### src/rtl/rdctl_pkg.sv
package rdctl_pkg;
    typedef enum logic [1:0] {
        ST_IDLE,
        ST_FULL,
        ST_FAST,
        ST_CLEAR
    } rdctl_state_e;
endpackage

### src/rtl/rdctl_way_match.sv
module rdctl_way_match #(
    parameter int WAYS  = 4,
    parameter int TAG_W = 21
) (
    input  logic [WAYS*TAG_W-1:0]       rd_tag,
    input  logic [WAYS-1:0]             rd_valid,
    input  logic [WAYS-1:0]             rd_sec,
    input  logic [TAG_W-1:0]            cmp_tag,
    input  logic                        cmp_sec,
    output logic                        any_hit,
    output logic [$clog2(WAYS)-1:0]     hit_way
);
    localparam int WAY_W = $clog2(WAYS);

    logic [WAYS-1:0] match;

    for (genvar g = 0; g < WAYS; g++) begin : g_way
        assign match[g] = rd_valid[g] && (rd_sec[g] == cmp_sec) &&
                          (rd_tag[g*TAG_W +: TAG_W] == cmp_tag);
    end

    always_comb begin
        any_hit = |match;
        hit_way = '0;
        for (int i = WAYS - 1; i >= 0; i--) begin
            if (match[i]) hit_way = WAY_W'(i);
        end
    end
endmodule

### src/rtl/rdctl_word_mux.sv
module rdctl_word_mux #(
    parameter int WAYS   = 4,
    parameter int DATA_W = 32
) (
    input  logic [WAYS*DATA_W-1:0]      data_in,
    input  logic [$clog2(WAYS)-1:0]     sel,
    input  logic                        keep,
    output logic [DATA_W-1:0]           data_out
);
    always_comb begin
        data_out = keep ? data_in[sel*DATA_W +: DATA_W] : '0;
    end
endmodule

### src/rtl/cache_rd_ctrl.sv
module cache_rd_ctrl
    import rdctl_pkg::*;
#(
    parameter int ADDR_W = 32,
    parameter int WAYS   = 4,
    parameter int SETS   = 64,
    parameter int WORDS  = 8,
    parameter int DATA_W = 32,
    localparam int OFS_W  = $clog2(DATA_W / 8),
    localparam int WORD_W = $clog2(WORDS),
    localparam int IDX_W  = $clog2(SETS),
    localparam int TAG_W  = ADDR_W - IDX_W - WORD_W - OFS_W,
    localparam int WAY_W  = $clog2(WAYS)
) (
    input  logic                        clk,
    input  logic                        rst_n,
    input  logic                        req_valid,
    output logic                        req_ready,
    input  logic [ADDR_W-1:0]           req_addr,
    input  logic                        req_secure,
    input  logic                        req_seq,
    input  logic                        inv_req,
    output logic                        busy,
    output logic [WAYS-1:0]             tag_en,
    output logic [IDX_W-1:0]            tag_idx,
    input  logic [WAYS*TAG_W-1:0]       tag_rd_tag,
    input  logic [WAYS-1:0]             tag_rd_valid,
    input  logic [WAYS-1:0]             tag_rd_sec,
    output logic                        vld_clr,
    output logic [IDX_W-1:0]            vld_clr_idx,
    output logic [WAYS-1:0]             data_en,
    output logic [IDX_W+WORD_W-1:0]     data_addr,
    input  logic [WAYS*DATA_W-1:0]      data_rd,
    output logic                        resp_valid,
    output logic                        resp_hit,
    output logic [WAY_W-1:0]            resp_way,
    output logic [DATA_W-1:0]           resp_data,
    output logic [WORD_W-1:0]           resp_miss_word
);
    rdctl_state_e state, state_nx;

    logic [WORD_W-1:0] rq_word;
    logic [IDX_W-1:0]  rq_idx;
    logic [TAG_W-1:0]  rq_tag;
    assign rq_word = req_addr[OFS_W +: WORD_W];
    assign rq_idx  = req_addr[OFS_W+WORD_W +: IDX_W];
    assign rq_tag  = req_addr[ADDR_W-1 -: TAG_W];

    // request in flight (resolved in the following cycle)
    logic [IDX_W-1:0]  pd_idx;
    logic [TAG_W-1:0]  pd_tag;
    logic              pd_sec;
    logic [WORD_W-1:0] pd_word;
    logic [WAY_W-1:0]  pd_way;

    // last resolved hit
    logic              hd_vld;
    logic [IDX_W-1:0]  hd_idx;
    logic [TAG_W-1:0]  hd_tag;
    logic              hd_sec;
    logic [WAY_W-1:0]  hd_way;

    logic [IDX_W-1:0]  clr_cnt;

    logic              lk_hit;
    logic [WAY_W-1:0]  lk_way;

    rdctl_way_match #(.WAYS(WAYS), .TAG_W(TAG_W)) u_match (
        .rd_tag   (tag_rd_tag),
        .rd_valid (tag_rd_valid),
        .rd_sec   (tag_rd_sec),
        .cmp_tag  (pd_tag),
        .cmp_sec  (pd_sec),
        .any_hit  (lk_hit),
        .hit_way  (lk_way)
    );

    rdctl_word_mux #(.WAYS(WAYS), .DATA_W(DATA_W)) u_mux (
        .data_in  (data_rd),
        .sel      (resp_way),
        .keep     (resp_hit),
        .data_out (resp_data)
    );

    // response side
    always_comb begin
        resp_valid     = (state == ST_FULL) || (state == ST_FAST);
        resp_hit       = (state == ST_FAST) || ((state == ST_FULL) && lk_hit);
        resp_way       = (state == ST_FAST) ? pd_way : (lk_hit ? lk_way : '0);
        resp_miss_word = (resp_valid && !resp_hit) ? pd_word : '0;
    end

    // line the next read may reuse: the resolving response wins over the held copy
    logic              ef_vld;
    logic [IDX_W-1:0]  ef_idx;
    logic [TAG_W-1:0]  ef_tag;
    logic              ef_sec;
    logic [WAY_W-1:0]  ef_way;
    logic              accept;
    logic              go_fast;

    always_comb begin
        if (resp_valid) begin
            ef_vld = resp_hit;
            ef_idx = pd_idx;
            ef_tag = pd_tag;
            ef_sec = pd_sec;
            ef_way = resp_way;
        end else begin
            ef_vld = hd_vld;
            ef_idx = hd_idx;
            ef_tag = hd_tag;
            ef_sec = hd_sec;
            ef_way = hd_way;
        end
        req_ready = (state != ST_CLEAR) && !inv_req;
        accept    = req_valid && req_ready;
        go_fast   = accept && req_seq && ef_vld && (ef_idx == rq_idx) &&
                    (ef_tag == rq_tag) && (ef_sec == req_secure);
    end

    // output process
    always_comb begin
        tag_en      = (accept && !go_fast) ? '1 : '0;
        data_en     = accept ? (go_fast ? (WAYS'(1) << ef_way) : '1) : '0;
        tag_idx     = rq_idx;
        data_addr   = {rq_idx, rq_word};
        busy        = (state == ST_CLEAR);
        vld_clr     = (state == ST_CLEAR);
        vld_clr_idx = clr_cnt;
    end

    // next state
    always_comb begin
        state_nx = state;
        unique case (state)
            ST_CLEAR: begin
                if (clr_cnt == IDX_W'(SETS - 1)) state_nx = ST_IDLE;
            end
            ST_IDLE, ST_FULL, ST_FAST: begin
                if (inv_req)      state_nx = ST_CLEAR;
                else if (go_fast) state_nx = ST_FAST;
                else if (accept)  state_nx = ST_FULL;
                else              state_nx = ST_IDLE;
            end
        endcase
    end

    // state register
    always_ff @(posedge clk) begin
        if (!rst_n) state <= ST_IDLE;
        else        state <= state_nx;
    end

    always_ff @(posedge clk) begin
        if (!rst_n)                clr_cnt <= '0;
        else if (state == ST_CLEAR) clr_cnt <= clr_cnt + 1'b1;
        else                        clr_cnt <= '0;
    end

    always_ff @(posedge clk) begin
        if (accept) begin
            pd_idx  <= rq_idx;
            pd_tag  <= rq_tag;
            pd_sec  <= req_secure;
            pd_word <= rq_word;
            pd_way  <= ef_way;
        end
    end

    always_ff @(posedge clk) begin
        if (!rst_n) begin
            hd_vld <= 1'b0;
            hd_idx <= '0;
            hd_tag <= '0;
            hd_sec <= 1'b0;
            hd_way <= '0;
        end else if (inv_req && state != ST_CLEAR) begin
            hd_vld <= 1'b0;
        end else if (resp_valid) begin
            hd_vld <= resp_hit;
            hd_idx <= pd_idx;
            hd_tag <= pd_tag;
            hd_sec <= pd_sec;
            hd_way <= resp_way;
        end
    end

    // nothing is woken unless a read is taken
    a_r9_idle_quiet: assert property (@(posedge clk) disable iff (!rst_n)
        !(req_valid && req_ready) |-> (tag_en == '0 && data_en == '0));

    // a data-only access touches exactly one way
    a_r2_single_way: assert property (@(posedge clk) disable iff (!rst_n)
        (data_en != '0 && tag_en == '0) |-> $onehot(data_en));

    // one-cycle response
    a_r3_latency: assert property (@(posedge clk) disable iff (!rst_n)
        (req_valid && req_ready) |=> resp_valid);

    // a full-lookup hit has a valid, security-matching way behind it
    a_r4_sec_match: assert property (@(posedge clk) disable iff (!rst_n)
        (state == ST_FULL && resp_hit) |->
            (tag_rd_valid[resp_way] && tag_rd_sec[resp_way] == pd_sec));

    // busy blocks reads, and the walk advances one set per cycle
    a_r8_busy_blocks: assert property (@(posedge clk) disable iff (!rst_n)
        busy |-> !req_ready);

    a_r8_walk_step: assert property (@(posedge clk) disable iff (!rst_n)
        (vld_clr && $past(vld_clr)) |-> (vld_clr_idx == $past(vld_clr_idx) + 1'b1));
endmodule

### config.mk
export PLATFORM = sky130hd
export DESIGN_NAME = cache_rd_ctrl
export DESIGN_NICKNAME = d
export VERILOG_FILES = /design/src/rtl/rdctl_pkg.sv /design/src/rtl/rdctl_way_match.sv /design/src/rtl/rdctl_word_mux.sv /design/src/rtl/cache_rd_ctrl.sv
export SDC_FILE = /design/constraint.sdc
export NUM_CORES = 1
export LEC_CHECK = 0
export BUFFER_PORTS_ARGS = -buffer_cell sky130_fd_sc_hd__buf_2
export CAP_MARGIN = 20
export CELL_PAD_IN_SITES_DETAIL_PLACEMENT = 1
export CELL_PAD_IN_SITES_GLOBAL_PLACEMENT = 1
export CORE_ASPECT_RATIO = 0.5
export CORE_MARGIN = 4
export CORE_UTILIZATION = 32
export DETAILED_ROUTE_END_ITERATION = 10
export HOLD_SLACK_MARGIN = 0.03
export PLACE_DENSITY = 0.78
export SLEW_MARGIN = 10
export SYNTH_ARGS = -nofsm -noshare
export SYNTH_HDL_FRONTEND = slang
export SYNTH_SLANG_ARGS = --single-unit
### constraint.sdc
create_clock -name clk -period 3.5 [get_ports clk]
set_input_delay 0.35 -clock clk [delete_from_list [all_inputs] [get_ports clk]]
set_output_delay 0.35 -clock clk [all_outputs]
set_load 0.05 [all_outputs]
Word-level counts from Yosys, hierarchy flattened
Index checks and enable logic that the tools add are counted.
{ "op_classes": {"multipliers": 0, "addsub": 1, "mux": 21, "n_eq_ne": 17, "bitwise": 1, "reduce_logical": 29, "div": 0, "n_lt_le_gt_ge": 0, "shifts": 2} }
{ "op_table": {"columns": ["operator", "n"], "rows": [
  ["$shiftx A128 B8 Y32", 1],
  ["$eq A21 B21 Y1", 5],
  ["$mux W32", 1],
  ["$mux W21", 1],
  ["$mux W2", 10],
  ["$logic_and A1 B1 Y1", 19],
  ["$mux W4", 3],
  ["$add A6 B1 Y6 const B", 1],
  ["$eq A6 B6 Y1", 1],
  ["$eq A6 B6 Y1 const B", 1],
  ["$mux W6", 1],
  ["$eq A1 B1 Y1", 5],
  ["$eq A2 B2 Y1 const B", 2],
  ["$pmux W2 S2", 1],
  ["$reduce_or A4 Y1", 1],
  ["$shl A1 B2 Y4 const A", 1],
  ["$logic_not A1 Y1", 3],
  ["$mux W1", 3],
  ["$mux W3", 1],
  ["$reduce_or A3 Y1", 1],
  ["$eq A2 B1 Y1 const B", 1],
  ["$logic_not A2 Y1", 1],
  ["$logic_or A1 B1 Y1", 2],
  ["$ne A2 B1 Y1 const B", 1],
  ["4 further kinds", 4]
]} }
{ "totals": {"ff_bits": 72, "latch_bits": 0, "ram_bits": 0, "rom_bits": 0, "word_cells": 83, "out_inout_bits": 71, "mem_count": 0} }

Logic depth before layout (Yosys ltp)
{ "depth": {"depth_word": 14, "mapped_depth": 12} }

Hierarchy
A second synthesis with hierarchy kept.
{ "unflattened": {"cells_unflattened": 558, "area_unflattened_um2": 5413.9} }
{ "by_module_without_submodules": {"columns": ["mod", "cells_each", "area_each_um2", "instances"], "rows": [
  ["cache_rd_ctrl", 321, 3400.8, 1],
  ["rdctl_way_match", 126, 1011.0, 1],
  ["rdctl_word_mux", 111, 1002.2, 1]
]} }

Worst setup path before layout
OpenSTA, ideal clock, no wires.
{ "synth_path": {"path_type": "register to output", "startpoint": "reg state[0]", "endpoint": "out tag_en[1]", "arrival_ns": 3.782, "path_stages_with_launch": 10, "t_required_ns": 3.150, "n_path_buf": 1, "setup_slack_ns": -0.632, "cell_sequence": "dfxtp_1 ha_1 nor2_1 nand2_1 inv_1 nand4_1 nor4_1 o311a_1 nor2_1 buf_4"} }
{ "synth_between": {"elab_chain_len": 11, "word_cells_on_any_way": 23} }
{ "synth_lines": {"columns": ["item", "line_no", "text"], "rows": [
  ["from (decl)", "cache_rd_ctrl.sv:40", "rdctl_state_e state, state_nx;"],
  ["from (signal assigned)", "cache_rd_ctrl.sv:152", "else state <= state_nx;"],
  ["$ne A2 B2 Y1 *", "cache_rd_ctrl.sv:116", "req_ready = (state != ST_CLEAR) && !inv_req;"],
  ["$logic_and A1 B1 Y1 *", "cache_rd_ctrl.sv:116", null],
  ["net req_ready", "cache_rd_ctrl.sv:18", "output logic req_ready,"],
  ["$logic_and A1 B1 Y1 *", "cache_rd_ctrl.sv:117", "accept = req_valid && req_ready;"],
  ["net accept", "cache_rd_ctrl.sv:99", "logic accept;"],
  ["$logic_and A1 B1 Y1 (4 in series)", "cache_rd_ctrl.sv:118", "go_fast = accept && req_seq && ef_vld && (ef_idx == rq_idx) &&"],
  ["$logic_and A1 B1 Y1", "cache_rd_ctrl.sv:119", "(ef_tag == rq_tag) && (ef_sec == req_secure);"],
  ["$logic_not A1 Y1", "cache_rd_ctrl.sv:124", "tag_en = (accept && !go_fast) ? '1 : '0;"],
  ["$logic_and A1 B1 Y1 *", "cache_rd_ctrl.sv:124", null],
  ["$mux W4 *", "cache_rd_ctrl.sv:124", null],
  ["to (decl)", "cache_rd_ctrl.sv:24", "output logic [WAYS-1:0] tag_en,"]
]} }
The timed path passes the listed nets; every way through them passes the cells marked *.

Final worst setup path
{ "layout_path": {"startpoint": "reg pd_tag[9]", "endpoint": "out resp_data[20]"} }
{ "layout_between": {"elab_chain_len": 10, "word_cells_on_any_way": 19} }
{ "layout_lines": {"columns": ["item", "line_no", "text"], "rows": [
  ["from (decl)", "cache_rd_ctrl.sv:51", "logic [TAG_W-1:0] pd_tag;"],
  ["from (signal assigned)", "cache_rd_ctrl.sv:164", "pd_tag <= rq_tag;"],
  ["$eq A21 B21 Y1", "rdctl_way_match.sv:19", "(rd_tag[g*TAG_W +: TAG_W] == cmp_tag);"],
  ["$logic_and A1 B1 Y1", "rdctl_way_match.sv:18", "assign match[g] = rd_valid[g] && (rd_sec[g] == cmp_sec) &&"],
  ["$mux W2 (4 in series)", "rdctl_way_match.sv:26", "if (match[i]) hit_way = WAY_W'(i);"],
  ["$mux W2 (2 in series)", "cache_rd_ctrl.sv:89", "resp_way = (state == ST_FAST) ? pd_way : (lk_hit ? lk_way : '0);"],
  ["$shiftx A128 B8 Y32", "rdctl_word_mux.sv:11", "data_out = keep ? data_in[sel*DATA_W +: DATA_W] : '0;"],
  ["$mux W32 *", "rdctl_word_mux.sv:11", null],
  ["to (decl)", "cache_rd_ctrl.sv:37", "output logic [DATA_W-1:0] resp_data,"]
]} }
Every way passes the cells marked *; elsewhere a longest branch is shown, timed or not.

==> flow_summary.yaml <==
worst_setup_path:
  end_kind: "output port"
  crit_path_max_fanout: 13
  reg2reg_depth: 16
  reg2reg_to: "state[0]"
  reg2reg_from: "state[0]"
  reg2reg_setup_slack_ns: 0.31
  criticalPathCategory: "reg2out"
  start_kind: "flop"
  required_ns: 3.15
  cp_data_arrival_time_ns: 3.34
  cp-startpoint: "pd_tag[9]"
placement:
  dpl.hpwl_mm: 18.1
  gp_congestion: 0.906
  place_area_um2: 7420
  port_buffers: 326
  dp_slack_ns: -0.0314
yosys:
  syn_inst: 584
  synth_edf_count: 33
  yosysWarnings: 0
  synth-main-ff-cell: "dfxtp_1"
  yosys.area.top_type: "edfxtp_1"
  synth_cell_types: 42
  async_flop_share: 0
  synth_top_area_frac: 0.172
  synth-seq-area-share: 0.307
  syn-cell-area_um2: 5780
  ys_top_cells_by_area: "edfxtp_1 (17%), dfxtp_1 (14%), xnor2_1 (12%)"
  ys_ff_latch: 72
  mappedNetlistNets: 846
  syn-mean-instance-area_um2: 9.89
clock_network:
  cts_tree: "yes"
  cts_sinks: 72
  clk_latency_ns: 0.35
  htreeDepth: 3
  clockBufferDepth: 2
  cts.clk_slew.worst_paths_ns: 0.07
  numCtsBuffers: 9
  cts_root_buf: "clkbuf_16"
power_and_ir_drop:
  power.density_nw_per_um2: 321
  power.leakage_nw: 4.15
  ir_drop_mv: 0.271
cells_and_area:
  syn_to_final_growth_pct: 58.8
  finalNetCount: 1214
  drive_above_1_share: 0.568
  final_cell_area_um2: 9170
  fillers: 2008
  fin_util: 0.523
  final_cell_mix: "buf_2 (286), buf_4 (74), xnor2_1 (70)"
  layout_commonest_cell: "buf_2"
hold_path:
  hold_path_end: "pd_word[0]"
  hold_class: "in2reg"
  min-delay-start: "req_addr[2]"
  hold_path_depth: 1
floorplan:
  die_width_um: 198
  num_rows: 34
  start_util: 0.330
  die_height_um: 103
  core_um2: 17500
  die-area_um2: 20400
  io_pins: 329
run_status:
  violations: "negative setup slack"
  outcome: "finished with violations"
route:
  drc: 0
  wl_per_cell_um: 23.8
  finalWirelength_mm: 28.5
  vias: 6254
  detail-route-antenna-nets: 0
  first_pass_iters: 4
  dr.first_iter.drc_count: 253
  via_per_inst: 5.23
timing:
  final_hold_viol_count: 0
  rsz0062_at_grt: "true"
  fmax_mhz: 271
  report.final.slew_viol_count: 0
  finalCritPeriodShare: 1.05
  setup_viol: 38
  hold_ws_ns: 0.196
  maxSlewHeadroom: 0.582
  final.min_clock_period_ns: 3.69
  finClkSkew_ns: 0.0114
  worst_slack_ns: -0.188
  worstMarginPinSlew_ns: 0.626
job:
  maxCapViolations: 0
global_route:
  antenna_found_initial: 3
  groute.usage.overall: 0.223
  grt_max_degree: 36
  overflow: 0
  grt_pass1_vias: 6226
  grt_pass1_wl_mm: 34.8
worst max-delay path by stage:
stage	endpoint	slack, ns
6_report	resp_data[20]	-0.19
5_1_grt	resp_data[2]	-0.30
4_1_cts	data_en[0]	-0.03
3_5_place_dp	resp_data[7]	-0.03
3_3_place_gp	resp_data[4]	0.1
2_1_floorplan	tag_en[1]	-0.08
cells in the mapped netlist, types with 2 or more instances:
cell,count
a21oi_1,6
o21a_1,4
clkbuf_1,8
a22o_1,33
nor2_1,10
nor2b_1,2
nor3_1,3
mux2_2,29
and3_1,5
nand2_1,67
xor2_1,38
buf_2,15
o21ai_0,5
mux2_4,17
ha_1,4
a21boi_0,28
xnor2_1,81
mux2_1,18
buf_6,12
dfxtp_1,39
mux2i_1,30
buf_8,2
nand4_1,18
nor4_1,15
inv_1,6
and2_4,2
buf_4,31
edfxtp_1,33
nand3_1,10
power by group:
part | switching [mW] | total [mW] | internal [mW] | leakage [nW]
combinational | 0.512 | 0.988 | 0.477 | 3.37
clock | 0.394 | 0.991 | 0.597 | 0.154
sequential | 0.0384 | 0.962 | 0.924 | 0.627
total | 0.944 | 2.94 | 2.00 | 4.15
cell type report:
| type | count | area, um2 | area share |
|---|---|---|---|
| Multi-Input combinational cell | 438 | 3860 | 0.421 |
| Clock buffer | 10 | 250 | 0.0273 |
| Clock inverter | 6 | 65.1 | 0.00709 |
| Timing Repair Buffer | 424 | 2890 | 0.315 |
| Tap cell | 234 | 293 | 0.0319 |
| Inverter | 7 | 30.0 | 0.00327 |
| Antenna cell | 4 | 10.0 | 0.00109 |
| Sequential cell | 72 | 1770 | 0.193 |
per-layer routing:
metal	up-vias	track usage	wire length (um)	share of wire
li1	2775	-	-	-
met1	3118	0.244	10600	0.37
met2	271	0.435	15100	0.53
met3	88	0.0431	1640	0.058
met4	2	0.0772	1100	0.039
met5	-	0	13	0.00046
sequential cells by signal, indices dropped and copies added (netlist names):
| register | flops |
|---|---|
| state | 2 |
| hd_idx | 6 |
| vld_clr_idx | 6 |
| hd_sec | 1 |
| pd_tag | 21 |
| hd_tag | 21 |
| pd_word | 3 |
| hd_way | 2 |
| hd_vld | 1 |
| pd_sec | 1 |
| pd_way | 2 |
| pd_idx | 6 |
cell families (layout without fill, tap and decap cells):
family          count (synthesis)  in the layout  share of synthesized area
flops                          72             72                      0.307
fa+ha+maj                       4              4                    0.00867
simple gates                  138            139                      0.115
other cells                     0              4                          0
mux                            94             94                      0.188
buf+inv                        75            447                     0.0916
compound gates                 82             82                      0.109
xor+xnor                      119            119                      0.180
metrics by stage:
| stage | setup TNS, ns | instances | total power [mW] |
|---|---|---|---|
| after CTS | -0.142 | 1163 | 2.80 |
| final | -5.08 | 1195 | 2.94 |
| after floorplan | -0.396 | 584 | 1.46 |
| after detailed placement | -0.327 | 1097 | 1.74 |
| after global routing | -9.58 | 1193 | 3.05 |
| after global placement | 0 | 1097 | 1.72 |
critical path: stages, from the launching register on:
cell and delay, ns:
edfxtp_1 0.43, buf_6 0.17, buf_4 0.13, xnor2_1 0.16, nand4_1 0.26, nor4_4 0.42, a21oi_2 0.14, nand2_4 0.13
o21ai_4 0.10, buf_4 0.17, buf_16 0.15, mux2_4 0.30, a22o_1 0.25, buf_6 0.16
timing repair:
action,4_1_cts,5_1_grt
resized for setup,75,105
setup buffers,48,23
hold buffers,0,0
endpoints found under the setup margin,40,40
gates cloned,2,6
pin swaps,14,59
No activity file was read; power rests on OpenSTA's default activity.
